==> config.mk <==
export PLATFORM = sky130hd
export DESIGN_NAME = extint_req_detect
export DESIGN_NICKNAME = d
export VERILOG_FILES = /design/src/rtl/extint_pkg.sv /design/src/rtl/mc_tick_gen.sv /design/src/rtl/pin_sampler.sv /design/src/rtl/req_flag_reg.sv /design/src/rtl/extint_req_detect.sv
export SDC_FILE = /design/constraint.sdc
export NUM_CORES = 1
export LEC_CHECK = 0
export BUFFER_PORTS_ARGS = -buffer_cell sky130_fd_sc_hd__buf_2
export CAP_MARGIN = 20
export CORE_AREA = 2 2 39 41
export DETAILED_ROUTE_END_ITERATION = 12
export DIE_AREA = 0 0 41 43
export PLACE_DENSITY_LB_ADDON = 0.05
export SYNTH_ARGS = -nofsm -noshare
export SYNTH_HDL_FRONTEND = slang
export SYNTH_SLANG_ARGS = --single-unit
==> constraint.sdc <==
create_clock -name clk -period 2.35 [get_ports clk]
set_input_delay 0.235 -clock clk [delete_from_list [all_inputs] [get_ports clk]]
set_output_delay 0.235 -clock clk [all_outputs]
set_load 0.05 [all_outputs]
==> src/rtl/extint_pkg.sv <==
// Package: shared trigger-mode type for the external interrupt detector.
// Assumes: nothing beyond 1-bit mode encoding (0 level, 1 falling edge).
package extint_pkg;

    typedef enum logic {
        TRIG_LEVEL = 1'b0,
        TRIG_FALL  = 1'b1
    } trig_mode_e;

endpackage

==> src/rtl/mc_tick_gen.sv <==
// Module: machine-cycle strobe generator.
// Produces a one-clock strobe once every OSC_PER_MC clocks.
// Assumes: OSC_PER_MC >= 2; synchronous active-low reset.
module mc_tick_gen #(
    parameter int unsigned OSC_PER_MC = 12
) (
    input  logic clk,
    input  logic rst_n,
    output logic tick
);
    localparam int unsigned CW = (OSC_PER_MC > 1) ? $clog2(OSC_PER_MC) : 1;
    localparam logic [CW-1:0] LAST = CW'(OSC_PER_MC - 1);

    logic [CW-1:0] cnt;

    // Count clocks within one machine cycle, wrapping at LAST.
    always_ff @(posedge clk) begin
        if (!rst_n)           cnt <= '0;
        else if (cnt == LAST) cnt <= '0;
        else                  cnt <= cnt + 1'b1;
    end

    assign tick = (cnt == LAST);


    tick_gap_chk: assert property (@(posedge clk) disable iff (!rst_n)
        tick |=> !tick);

endmodule

==> src/rtl/pin_sampler.sv <==
// Module: per-machine-cycle pin sampler.
// Keeps the previous strobe sample. Reports a low or a high-to-low
// transition at each strobe.
// Assumes: pin_n is already synchronised to clk; history resets to low.
module pin_sampler (
    input  logic clk,
    input  logic rst_n,
    input  logic tick,
    input  logic pin_n,
    output logic low_now,
    output logic fall_now
);
    logic prev_hi;

    // Remember the pin level seen at the latest strobe.
    always_ff @(posedge clk) begin
        if (!rst_n)    prev_hi <= 1'b0;
        else if (tick) prev_hi <= pin_n;
    end

    assign low_now  = tick & ~pin_n;
    assign fall_now = tick & prev_hi & ~pin_n;

endmodule

==> src/rtl/req_flag_reg.sv <==
// Module: request flag register.
// Merges the hardware set, the software write, the level-mode strobe
// clear and the transition-mode acknowledge clear into one flag.
// Priority: hardware set > software write > strobe clear / acknowledge.
// Assumes: low_now and fall_now are only high in a strobe clock.
module req_flag_reg
    import extint_pkg::*;
(
    input  logic       clk,
    input  logic       rst_n,
    input  trig_mode_e mode,
    input  logic       tick,
    input  logic       low_now,
    input  logic       fall_now,
    input  logic       ack,
    input  logic       wr,
    input  logic       wdata,
    output logic       flag
);
    logic hw_set;
    logic flag_nxt;

    assign hw_set = (mode == TRIG_FALL) ? fall_now : low_now;

    // Choose the next flag value in priority order.
    always_comb begin
        if (hw_set)                             flag_nxt = 1'b1;
        else if (wr)                            flag_nxt = wdata;
        else if (mode == TRIG_LEVEL && tick)    flag_nxt = 1'b0;
        else if (mode == TRIG_FALL && ack)      flag_nxt = 1'b0;
        else                                    flag_nxt = flag;
    end

    // Hold the request flag.
    always_ff @(posedge clk) begin
        if (!rst_n) flag <= 1'b0;
        else        flag <= flag_nxt;
    end


    level_follow_chk: assert property (@(posedge clk) disable iff (!rst_n)
        (mode == TRIG_LEVEL && tick && !wr) |=> (flag == $past(low_now)));


    idle_hold_chk: assert property (@(posedge clk) disable iff (!rst_n)
        (!tick && !wr && !(mode == TRIG_FALL && ack)) |=> $stable(flag));


    fall_set_chk: assert property (@(posedge clk) disable iff (!rst_n)
        (mode == TRIG_FALL && fall_now) |=> flag);


    ack_clear_chk: assert property (@(posedge clk) disable iff (!rst_n)
        (mode == TRIG_FALL && ack && !fall_now && !wr) |=> !flag);


    level_ack_chk: assert property (@(posedge clk) disable iff (!rst_n)
        (mode == TRIG_LEVEL && ack && !tick && !wr) |=> $stable(flag));


    sw_write_chk: assert property (@(posedge clk) disable iff (!rst_n)
        (wr && !hw_set) |=> (flag == $past(wdata)));


    set_wins_chk: assert property (@(posedge clk) disable iff (!rst_n)
        hw_set |=> flag);

endmodule

==> src/rtl/extint_req_detect.sv <==
// Module: external interrupt request detector (top).
// Samples an active-low pin once per machine cycle. Raises a request in
// level or falling-transition mode and exposes the flag to software.
// Assumes: pin is synchronised upstream; vec_ack is a one-clock pulse.
module extint_req_detect #(
    parameter int unsigned OSC_PER_MC = 12
) (
    input  logic clk,
    input  logic rst_n,
    input  logic int_pin_n,
    input  logic trig_fall,
    input  logic vec_ack,
    input  logic flag_wr,
    input  logic flag_wdata,
    output logic mc_tick,
    output logic req_flag
);
    import extint_pkg::*;

    trig_mode_e mode;
    logic       low_now;
    logic       fall_now;

    assign mode = trig_mode_e'(trig_fall);

    mc_tick_gen #(.OSC_PER_MC(OSC_PER_MC)) u_tick (
        .clk   (clk),
        .rst_n (rst_n),
        .tick  (mc_tick)
    );

    pin_sampler u_samp (
        .clk      (clk),
        .rst_n    (rst_n),
        .tick     (mc_tick),
        .pin_n    (int_pin_n),
        .low_now  (low_now),
        .fall_now (fall_now)
    );

    req_flag_reg u_flag (
        .clk      (clk),
        .rst_n    (rst_n),
        .mode     (mode),
        .tick     (mc_tick),
        .low_now  (low_now),
        .fall_now (fall_now),
        .ack      (vec_ack),
        .wr       (flag_wr),
        .wdata    (flag_wdata),
        .flag     (req_flag)
    );

endmodule

---- Yosys cells after proc, flatten, opt, wreduce, memory -nomap -nowiden ----
Cells that the tools add are included.
cells by class
  equality and inequality tests ........... 1
  $add $sub $neg .......................... 1
  reduce and logical (&&, ||, !) cells .... 4
  bitwise operators ....................... 6
  muxes and demuxes ....................... 5
operators by type and width
  kind                                                           count
  1-bit two-way mux                                              5
  4-bit by 1-bit adder with 4-bit output, second input constant  1
  4-bit equality test, second input constant                     1
  4-bit nonzero test                                             1
  1-bit bitwise AND                                              3
  1-bit NOT                                                      3
  1-bit logical AND                                              2
  2-bit OR reduction                                             1
word-level totals
  output and inout port bits .............. 2
  register bits ........................... 6
  bits of input ports ..................... 7

---- Longest topological paths before layout ----
Gate-level depths: netlist of the first run.
  depth in word-level cells ............... 5
  mapped depth ............................ 4

---- By module ----
A second synthesis of the first run with hierarchy kept.
second synthesis, totals
  cells, all modules ...................... 29
  area, all modules ....................... 291.5 sq um
by module, submodules not included
  module        area an instance (sq um)  cells an instance  times used
  mc_tick_gen   175.2                     18                 1
  req_flag_reg  60.1                      6                  1
  pin_sampler   56.3                      5                  1

---- Least setup slack after synthesis of the first run ----
Ideal clock, no wire load.
  kind .................................... flip-flop to output port
  start ................................... register u_tick.cnt[0]
  end ..................................... output port mc_tick
  setup slack ............................. 1.137 ns
  buffers on the path ..................... 0
  cell stages (with the launch flop) ...... 4
  arrival ................................. 0.978 ns
  required time ........................... 2.115 ns
  cells stage by stage .................... dfxtp_1 -> ha_1 -> nand3b_4 -> inv_1
on the way
  word-level cells in the longest chain between the ends .. 1
ends and longest elaborated chain
  element                 line                     RTL
  from (decl)             mc_tick_gen.sv:14        logic [CW-1:0] cnt;
  from (signal assigned)  mc_tick_gen.sv:20        else cnt <= cnt + 1'b1;
  4-bit equality test     mc_tick_gen.sv:23        assign tick = (cnt == LAST);
  to (decl)               extint_req_detect.sv:15  output logic mc_tick,
Every way passes these cells.

---- Worst setup path after layout of the first run ----
Same ends and word-level chain as after synthesis.

==> flow_summary.json, run 1 <==
{
  "pre_cts_ws_ps": 1070,
  "path_clk_slew_ps": 40,
  "wire_per_inst_um": 10.1,
  "ys.warnings.count": 0,
  "r2r-start": "u_tick.cnt[0]",
  "postCtsHoldBufs": 0,
  "drc": 0,
  "root_buffer": "clkbuf_4",
  "finalHoldViolCount": 0,
  "p_comb_share_pct": 10.9,
  "grt_pass1_vias": 228,
  "max_slew_margin_pct": 83.6,
  "cp_max_fo": 5,
  "syn_nets": 36,
  "io_pins": 9,
  "r2r_setup_slack_ps": 1100,
  "startpoint_type": "flip-flop",
  "path_cells": "ha_1 -> nand3b_4 -> inv_1 -> buf_2",
  "drtAntennaViolNets": 0,
  "synthFlopType": "dfxtp_1",
  "clockBufferDepth": 2,
  "layout-drive-gt1-share_pct": 35.9,
  "switching_share_pct": 22.0,
  "fp.dieH_um": 43,
  "r2r-end": "u_flag.flag",
  "synthCells": 28,
  "total_power_mw": 0.227,
  "finalWirelength_um": 555,
  "netlist_area_um2": 274,
  "period_minus_slack_ps": 1530,
  "slew_violations": 0,
  "worstMarginPinSlew_ps": 248,
  "synth_top_cell_by_area": "dfxtp_1",
  "grt_max_degree": 7,
  "yosys-top-cells-area": "dfxtp_1, nand3b_4, o31ai_1, ha_1, nand2b_1",
  "cp_slowest_stage_delay_ps": 350,
  "gp_congestion": 0.611,
  "ir_drop_v": 0.000246,
  "area_growth_syn_to_layout_pct": 30.1,
  "antenna_found_initial": 0,
  "synth_async_sr_flop_share_pct": 0,
  "fmax_ghz": 0.653,
  "cts_max_level": 1,
  "power.share.clock_pct": 40.2,
  "viasPerCell": 4.42,
  "track_usage_pct": 8.43,
  "fin_ws_ps": 819,
  "power_per_cell_area_nw_per_um2": 636,
  "worstPathRequired_ps": 2120,
  "fill_cells": 153,
  "cp_slowest_cell": "dfxtp_1",
  "placed_cells": 52,
  "hold_path_class": "in -> reg",
  "rows": 14,
  "worst_ep_arrival_time_ps": 1300,
  "min_from": "flag_wr",
  "cts_num_sinks": 6,
  "worstRegToRegCells": 4,
  "place_area_um2": 334,
  "synth.most_common_cell": "dfxtp_1",
  "hold_depth": 2,
  "p_leak_nw": 0.200,
  "critPathKind": "reg -> out",
  "io_buffer_count": 8,
  "min_to": "u_flag.flag",
  "rsz0062_at_grt": "false",
  "clock_skew_ps": 4.06,
  "period_share_pct": 65.1,
  "final_cell_area_um2": 357,
  "vias": 243,
  "avgSynthCellArea_um2": 9.79,
  "die_area_um2": 1760,
  "ctsResizeCount": 0,
  "fin_util_pct": 25.8,
  "netSwitchingPower_mw": 0.0500,
  "die_w_um": 41,
  "cts_buffers": 3,
  "nets": 49,
  "end_kind": "output port",
  "start_util_pct": 19.8,
  "cts_tree": "yes",
  "grt_remaining_overflow": 0,
  "tns_ps": 0,
  "status": "complete, no violations",
  "clkLatencyLatePin_ps": 240,
  "dr.pass1.iters": 4,
  "stdcell_count": 55,
  "synth_edf_count": 0,
  "dr.first_iter.drc_count": 4,
  "whs_ps": 197,
  "yosysTopAreaCellShare_pct": 43.8,
  "max-cap-violations": 0,
  "power.internal_mw": 0.177,
  "synth_seq_area_share_pct": 43.8,
  "grt_first_pass_wirelength_um": 917,
  "antenna_cells": 0,
  "seqPwrFrac_pct": 49.0,
  "synth_cell_types": 17,
  "setup_viol_count_final": 0,
  "ys_ff_latch": 6,
  "postCtsSetupRepairBufs": 0,
  "core_um2": 1380
}
cells in the final DEF, fill, tap and decap left out:
master,count
inv_1,2
nand4_1,1
nand3b_4,1
mux2i_1,1
nand2_1,2
nand3_1,2
o21ai_0,2
nor2_1,1
dfxtp_1,6
nor3_1,1
buf_2,8
o41a_1,1
ha_1,1
and3_2,1
o31ai_1,2
clkbuf_4,3
and2b_2,1
and2_1,1
nand2b_1,2
final cells by class:
type                       instances  area (um^2)  share of cell area [%]
clock buffer                       3         22.5                    6.32
inverter                           2         7.51                    2.11
multi-input combinational         20          146                    41.1
sequential                         6          120                    33.7
tap                               16         20.0                    5.61
timing repair buffer               8         40.0                    11.2
worst max-delay path, delay by kind of cell (launching register included):
family,cells,cell delay [ps]
simple gates,1,120
fa+ha+maj,1,240
buf+inv,2,340
flops,1,350
flip-flops by register name, indices dropped and copies added, names as in the netlist:
name            flops
u_tick.cnt          4
u_samp.prev_hi      1
u_flag.flag         1
metal layers:
metal  routed length, um  global-route usage [%]  part of all wire (%)  vias up
met5                   0                       0                     0        -
met4                   9                    10.0                   1.6        0
met3                  37                    3.66                   6.7        2
met1                 224                    9.29                    40      108
met2                 284                    10.3                    51        7
li1                    -                       -                     -      126
power by group through the flow:
stage                     Clock, mW  Combinational, mW  Sequential (mW)
after floorplan                   0             0.0117            0.115
after global routing          0.102             0.0275            0.111
after global placement            0             0.0255            0.113
after detailed placement          0             0.0252            0.113
final                        0.0911             0.0247            0.111
after CTS                    0.0970             0.0253            0.111
worst max path at each step:
| stage | from | end | slack (ps) |
|---|---|---|---|
| floorplan | u_tick.cnt[0] | mc_tick | 1140 |
| global placement | u_tick.cnt[0] | mc_tick | 1100 |
| detailed placement | u_tick.cnt[0] | mc_tick | 1070 |
| CTS | u_tick.cnt[0] | mc_tick | 800 |
| global route | u_tick.cnt[0] | mc_tick | 720 |
| finish | u_tick.cnt[0] | mc_tick | 820 |
cells by family (layout without fill, tap and decap cells):
kind of cell             Yosys count  in the layout  synth area share (%)
buffers and inverters              2             13                  2.74
adder cells (fa/ha/maj)            1              1                  4.57
AO/OA/AOI/OAI                      5              5                  13.2
multiplexers                       1              1                  3.65
AND/OR/NAND/NOR                   13             13                  32.0
flip-flops                         6              6                  43.8
(Power assumes the default switching activity.)
==> run 2: changes to the inputs <==
- ABC_AREA: not set -> 1
- clock period: 2.35 -> 1.5 ns (I/O delays scaled with it)
==> flow_summary.json, run 2 <==
{
  "top_regs": "u_tick.cnt x4, u_flag.flag x1, u_samp.prev_hi x1",
  "postCtsHoldBufs": 0,
  "synth_seq_area_share_pct": 43.4,
  "drtAntennaViolNets": 0,
  "status": "complete, no violations",
  "cp_slowest_cell": "dfxtp_1",
  "synth_top_cell_by_area": "dfxtp_1",
  "avgSynthCellArea_um2": 7.09,
  "rsz0062_at_grt": "false",
  "critPathKind": "reg -> out",
  "finalHoldViolCount": 0,
  "fill_cells": 162,
  "ctsResizeCount": 0,
  "mostFrequentLayoutCell": "nand2_1",
  "max_slew_margin_pct": 83.5,
  "power_per_cell_area_nw_per_um2": 987,
  "synthCells": 39,
  "wire_per_inst_um": 8.27,
  "io_pins": 9,
  "hold_depth": 3,
  "track_usage_pct": 8.24,
  "slew_violations": 0,
  "dr.first_iter.drc_count": 3,
  "nets": 60,
  "startpoint_type": "flip-flop",
  "grt_pass1_vias": 229,
  "io_buffer_count": 8,
  "yosys-top-cells-count": "nand2_1, inv_1, dfxtp_1",
  "dp_hpwl_um": 445,
  "path_clk_slew_ps": 40,
  "ys_ff_latch": 6,
  "pre_cts_ws_ps": 345,
  "setup_viol_count_final": 0,
  "ys.warnings.count": 0,
  "max-cap-violations": 0,
  "synth_edf_count": 0,
  "min_from": "rst_n",
  "r2r-end": "u_flag.flag",
  "grt_max_degree": 6,
  "fin_util_pct": 26.1,
  "largest_reg_flops": 4,
  "cp_max_fo": 5,
  "worstRegToRegCells": 7,
  "fin_ws_ps": 121,
  "grt_first_pass_wirelength_um": 897,
  "r2r-start": "u_tick.cnt[0]",
  "viasPerCell": 3.91,
  "yosys-top-cells-area": "dfxtp_1, nand2_1, inv_1, a21oi_1, ha_1",
  "clockBufferDepth": 2,
  "tns_ps": 0,
  "cp_slowest_stage_delay_ps": 340,
  "r2r_setup_slack_ps": 440,
  "worstPathRequired_ps": 1350,
  "synthFlopType": "dfxtp_1",
  "synth.most_common_cell": "nand2_1",
  "hold_path_class": "in -> reg",
  "clkLatencyLatePin_ps": 240,
  "finalWirelength_um": 546,
  "layout_common_cells": "nand2_1, inv_1, buf_2, dfxtp_1, clkbuf_4",
  "clock_skew_ps": 1.33,
  "antenna_cells": 0,
  "worst_ep_arrival_time_ps": 1230,
  "worstMarginPinSlew_ps": 249,
  "seq_area_um2": 120,
  "yosysTopAreaCellShare_pct": 43.4,
  "antenna_found_initial": 0,
  "fp.dieH_um": 43,
  "multi_input_area_um2": 126,
  "fmax_ghz": 0.725,
  "vias": 258,
  "start_util_pct": 20.0,
  "p_leak_nw": 0.187,
  "gp_congestion": 0.631,
  "path_delay_family": "flip-flops",
  "core_um2": 1380,
  "cts_max_level": 1,
  "cts_tree": "yes",
  "grt_remaining_overflow": 0,
  "rows": 14,
  "syn_nets": 47,
  "die_area_um2": 1760,
  "root_buffer": "clkbuf_4",
  "drc": 0,
  "synth_cell_types": 13,
  "path_cells": "ha_1 -> nand3_2 -> inv_1 -> clkbuf_4",
  "dr.pass1.iters": 2,
  "top_register": "u_tick.cnt",
  "netlist_area_um2": 277,
  "postCtsSetupRepairBufs": 0,
  "min_to": "u_flag.flag",
  "end_kind": "output port",
  "layout-drive-gt1-share_pct": 28.0,
  "synth_async_sr_flop_share_pct": 0,
  "ir_drop_v": 0.000312,
  "period_minus_slack_ps": 1380,
  "die_w_um": 41,
  "whs_ps": 148,
  "critPathBufInv": 2,
  "period_share_pct": 92.0,
  "area_growth_syn_to_layout_pct": 30.8,
  "cts_buffers": 3,
  "total_power_mw": 0.357,
  "cts_num_sinks": 6
}
## run 2: cell count changes after synthesis, sizes merged, moves of 2 or more
cell	change
nand2b	-2
nor2	+3
inv	+6
nand2	+8
or2	+2
a21oi	+3
o31ai	-2
## run 2: how the worst max path moves through the flow
stage                   from  endpoint  slack (ps)  cells past startpoint
6_report       u_tick.cnt[0]   mc_tick         120                      4
5_1_grt        u_tick.cnt[0]   mc_tick           6                      4
4_1_cts        u_tick.cnt[0]   mc_tick          80                      4
3_5_place_dp   u_tick.cnt[0]   mc_tick         340                      4
3_3_place_gp   u_tick.cnt[0]   mc_tick         350                      4
2_1_floorplan  u_tick.cnt[0]   mc_tick         370                      3
## run 2: per-layer routing
layer | track usage (%) | part of all wire [%] | up-vias
li1 | - | - | 142
met4 | 8.00 | 3.8 | 0
met5 | 0 | 0 | -
met2 | 9.69 | 39 | 12
met3 | 4.71 | 12 | 3
met1 | 9.68 | 45 | 101
## run 2: cell type report
cell class / count / area share (%)
inverters: 8 / 8.30
repair buffers: 8 / 11.8
multi-input cells: 25 / 34.9
clock buffers: 3 / 6.23
flip-flops and latches: 6 / 33.2
well taps: 16 / 5.54
## run 2: logic make-up after synthesis
family                   after synthesis  share of synthesized area [%]
AND/OR/NAND/NOR                       20                           33.9
flip-flops                             6                           43.4
AO/OA/AOI/OAI                          4                           7.24
buffers and inverters                  8                           10.9
adder cells (fa/ha/maj)                1                           4.52
## run 2: stage by stage
stage	area (um^2)	instances
floorplan	277	39
global placement	337	63
detailed placement	337	63
CTS	359	66
global route	362	66
finish	362	66
## run 2: worst register-to-register path, stage by stage, from the launching register on
cell     delay (ps)
dfxtp_1         340
ha_1            220
nand3_2         140
nor2_2          100
nand2_1          50
nand3_1          60
nand2_1          50
inv_1            40
## run 2: report_power, final
part           internal (mW)  leakage (nW)  switching [mW]
clock network         0.0903        0.0138          0.0555
logic                 0.0158         0.124          0.0226
registers              0.168        0.0492         0.00447
total                  0.274         0.187          0.0826
